<file path="config.mk">
export PLATFORM = sky130hd
export DESIGN_NAME = seg_type_rules
export DESIGN_NICKNAME = d
export VERILOG_FILES = /design/src/rtl/seg_chk_pkg.sv /design/src/rtl/seg_type_rules.sv
export SDC_FILE = /design/constraint.sdc
export NUM_CORES = 1
export LEC_CHECK = 0
export ABC_AREA = 1
export BUFFER_PORTS_ARGS = -buffer_cell sky130_fd_sc_hd__buf_2
export CORE_AREA = 2 2 39 41
export DETAILED_ROUTE_END_ITERATION = 12
export DIE_AREA = 0 0 41 43
export MAX_ROUTING_LAYER = met4
export PLACE_DENSITY = 0.43
export SLEW_MARGIN = 20
export SYNTH_ARGS = -nofsm -noshare
export SYNTH_HDL_FRONTEND = slang
export SYNTH_SLANG_ARGS = --single-unit
</file>
<file path="constraint.sdc">
create_clock -name vclk -period 1.15
set_clock_uncertainty 0.2 [all_clocks]
set_input_delay 0.23 -clock vclk [all_inputs]
set_output_delay 0.23 -clock vclk [all_outputs]
set_load 0.01 [all_outputs]
</file>
<file path="src/rtl/seg_chk_pkg.sv">
package seg_chk_pkg;

    parameter int unsigned DEST_W  = 3;
    parameter int unsigned TYPE_W  = 4;
    parameter int unsigned CAUSE_W = 3;

    localparam int unsigned NUM_DEST = 2 ** DEST_W;

    // bit positions inside the type nibble
    localparam int unsigned TYPE_CODE_BIT = 3;
    localparam int unsigned TYPE_RW_BIT   = 1;

    // destination register codes
    localparam logic [DEST_W-1:0] DEST_ES = DEST_W'(0);
    localparam logic [DEST_W-1:0] DEST_CS = DEST_W'(1);
    localparam logic [DEST_W-1:0] DEST_SS = DEST_W'(2);
    localparam logic [DEST_W-1:0] DEST_DS = DEST_W'(3);
    localparam logic [DEST_W-1:0] DEST_FS = DEST_W'(4);
    localparam logic [DEST_W-1:0] DEST_GS = DEST_W'(5);

    typedef enum logic [CAUSE_W-1:0] {
        CAUSE_NONE      = 3'd0,
        CAUSE_NULL      = 3'd1,
        CAUSE_SYSTEM    = 3'd2,
        CAUSE_NOT_CODE  = 3'd3,
        CAUSE_EXEC_ONLY = 3'd4,
        CAUSE_SS_CODE   = 3'd5,
        CAUSE_SS_RDONLY = 3'd6,
        CAUSE_BAD_DEST  = 3'd7
    } cause_e;

    typedef enum logic [1:0] {
        CLS_CODE  = 2'd0,
        CLS_STACK = 2'd1,
        CLS_DATA  = 2'd2,
        CLS_BAD   = 2'd3
    } dest_cls_e;

    typedef struct packed {
        logic   accept;
        logic   gp;
        logic   ts;
        cause_e cause;
    } verdict_t;

    function automatic dest_cls_e code_class(input int unsigned code);
        case (code)
            1:          return CLS_CODE;
            2:          return CLS_STACK;
            0, 3, 4, 5: return CLS_DATA;
            default:    return CLS_BAD;
        endcase
    endfunction

endpackage

</file>
<file path="src/rtl/seg_type_rules.sv">
module seg_type_rules
    import seg_chk_pkg::*;
(
    input  dest_cls_e         cls,
    input  logic              sel_null,
    input  logic              desc_s,
    input  logic [TYPE_W-1:0] desc_type,
    input  logic              from_task_sw,
    output verdict_t          verdict
);

    logic is_code;
    logic rw_bit;
    logic type_unused;

    assign is_code     = desc_type[TYPE_CODE_BIT];
    assign rw_bit      = desc_type[TYPE_RW_BIT];
    // conforming/expand-down and accessed bits do not take part
    assign type_unused = ^{desc_type[2], desc_type[0]};

    function automatic verdict_t gp_with(input cause_e c);
        verdict_t v;
        v.accept = 1'b0;
        v.gp     = 1'b1;
        v.ts     = 1'b0;
        v.cause  = c;
        return v;
    endfunction

    always_comb begin
        verdict.accept = 1'b1;
        verdict.gp     = 1'b0;
        verdict.ts     = 1'b0;
        verdict.cause  = CAUSE_NONE;
        unique case (cls)
            CLS_BAD: verdict = gp_with(CAUSE_BAD_DEST);
            CLS_CODE: begin
                if (sel_null)      verdict = gp_with(CAUSE_NULL);
                else if (!desc_s)  verdict = gp_with(CAUSE_SYSTEM);
                else if (!is_code) verdict = gp_with(CAUSE_NOT_CODE);
            end
            CLS_STACK: begin
                if (sel_null)      verdict = gp_with(CAUSE_NULL);
                else if (!desc_s)  verdict = gp_with(CAUSE_SYSTEM);
                else if (is_code)  verdict = gp_with(CAUSE_SS_CODE);
                else if (!rw_bit) begin
                    verdict = gp_with(CAUSE_SS_RDONLY);
                    if (from_task_sw) begin
                        verdict.gp = 1'b0;
                        verdict.ts = 1'b1;
                    end
                end
            end
            CLS_DATA: begin
                if (!sel_null) begin
                    if (!desc_s)                verdict = gp_with(CAUSE_SYSTEM);
                    else if (is_code && !rw_bit) verdict = gp_with(CAUSE_EXEC_ONLY);
                end
            end
            default: verdict = gp_with(CAUSE_BAD_DEST);
        endcase
    end

    // a fault verdict always names a cause, an accept never does
    always_comb begin
        a_r2_cause_matches: assert (verdict.accept ? (verdict.cause == CAUSE_NONE)
                                                   : (verdict.cause != CAUSE_NONE));
    end

endmodule

</file>
==> summary.txt <==
Status
  – Status: finished, violations left
  – Failing checks: setup timing

Final layout
  – Fin nets: 76
  – Seq_cells: 0
  – Share of layout cells above drive strength 1: 0.585
  – Final design utilization: 0.364
  – Antenna Cells: 0
  – Area grow syn2layout: 153%
  – Storage element area: 0 sq um
  – Clkbuf count: 0

Timing
  – Slew HR: 0.915
  – Final worst-path cycle share: 1.07
  – Max Clk Rate: 0.811 GHz
  – Final Hold Viols: 0
  – Crit path time final: 1.23 ns
  – Setup TNS: -0.427 ns
  – Hold slack: 0.602 ns
  – Final Setup Violations: 6
  – Worst slew pin tran: 0.127 ns
  – Fin. max-slew vios: 0
  – RSZ-0062 raised after global routing: yes
  – Setup slack after layout: -0.0832 ns

Global routing
  – GRT overflow: 0
  – Gr usage total: 0.0942
  – Global-route wire length before repair: 1210 um
  – Number of global-route vias before repair: 308
  – Largest net degree at the start of global routing: 8
  – Initial antenna violation count: 0

Power
  – P_sw: 0.0940 mW
  – Peak VDD IR: 0.149 mV
  – Power Total: 0.179 mW
  – Clock Power Share: 0
  – Internal power: 0.0853 mW
  – Sw Share: 0.524
  – Seq pwr share: 0
  – Pwr Density: 356 nW/um^2
  – Leakage power: 0.240 nW
  – Comb power frac: 1.000

Drt
  – Drt pass-1 iters: 4
  – Via count: 356
  – First DRT Iteration DRCs: 5
  – Vias/cell: 4.40
  – DRC viols: 0
  – Final wirelength: 808 um
  – Antenna Nets Post-Route: 0
  – WL/cell: 9.98 um

Synthesis
  – Gate Count Post-Synth: 47
  – Dominant cells by area after synthesis: nand2_1, nand3_1, nor2_1
  – Mapped Area: 199 sq um
  – Adder-cell share of the synthesized area: 0
  – Cell taking the most area after synthesis: nand2_1
  – Mux share of post-synthesis cell area: 0
  – Synth Area in Compound Gates: 0.0503
  – Main combinational cell family by area after synthesis: simple AND/OR/NAND/NOR gates
  – Register area share after synthesis: 0
  – Synth Area in XOR/XNOR: 0
  – List of most frequent post-synthesis cells: nand2_1, nand3_1, nor2_1, inv_1, inv_2
  – Yosys Warn Count: 0
  – Synth top area share: 0.377
  – Simple-gate share of the synthesized area: 0.836
  – Post-Syn Nets: 56
  – Syn_area_per_cell: 4.23 sq um
  – Cell variety after synth: 10
  – Cell with the most instances after synthesis: nand2_1

Setup path
  – CP Capture Type: output port
  – CP max FO: 4
  – Critical path data required time: 0.72 ns
  – Critical Path AT: 0.80 ns
  – Critical Path Start Type: primary input
  – Critical path class: in -> out

Floorplan
  – Die width: 41 um
  – Core ar.: 1380 sq um
  – Core Rows: 14
  – Starting Density: 0.144
  – Die Area: 1760 sq um
  – Die Y: 43 um
  – Io pins: 15

Place
  – DP HPWL: 543 um
  – Port bufs: 13
  – GP Congestion: 0.833
  – Pre-CTS setup slack: -0.167 ns

CTS
  – Hold buffer count at cts: 0

Min path
  – Worst Hold Class: in -> out

Flow run
  – MaxCap Viol Count: 0
cell usage in the layout (no fill, tap or decap), drive strengths merged:
| cell | Yosys | routed |
|---|---|---|
| nor3 | 2 | 2 |
| o21ai | 2 | 2 |
| nand2 | 21 | 21 |
| nor2 | 8 | 8 |
| clkinv | 0 | 2 |
| inv | 6 | 4 |
| buf | 0 | 18 |
| nand3 | 8 | 8 |
cell type report:
class | instances | area, sq um
fill | 154 | 880
inverter | 6 | 55.1
tap | 16 | 20.0
multi-input combinational | 41 | 260
timing repair buffer | 18 | 169
logic make-up (layout without fill, tap and decap cells):
group | Yosys count | count (layout)
AO/OA/AOI/OAI | 2 | 2
buffers and inverters | 6 | 24
AND/OR/NAND/NOR | 39 | 39
final timing paths:
check / cells after the start / endpoint / slack (ns) / from
worst max-delay path: 7 / verdict[5] / -0.08 / cls[1]
worst min-delay path: 4 / verdict[0] / 0.60 / cls[0]
worst max-delay path, cell delays in order:
cell and delay [ns]:
buf_12 0.11, clkinv_8 0.06, nand2_8 0.05, nor2_4 0.09
nand2_1 0.06, nand3_1 0.08, buf_2 0.13
per-stage QoR:
stage	cell area (sq um)	cells
floorplan	199	47
global placement	299	78
detailed placement	299	78
CTS	392	80
global route	504	81
finish	504	81
power by group through the flow:
stage	clock network, mW	registers, mW	logic (mW)
2_1_floorplan	0	0	0.0539
3_3_place_gp	0	0	0.104
3_5_place_dp	0	0	0.103
4_1_cts	0	0	0.138
5_1_grt	0	0	0.195
6_report	0	0	0.179
layer usage:
layer / GRT usage / vias up / part of all wire
met2: 0.156 / 13 / 0.51
met3: 0.00524 / 2 / 0.080
met4: 0 / 0 / 0.014
met1: 0.130 / 158 / 0.40
li1: - / 183 / -
met5: - / - / 0
timing repair:
item,CTS,global route
endpoints found under the setup margin,6,6
setup buffers,2,1
gates resized for setup,25,26
pin swaps,8,9
Power figures use the tool's default switching activity.
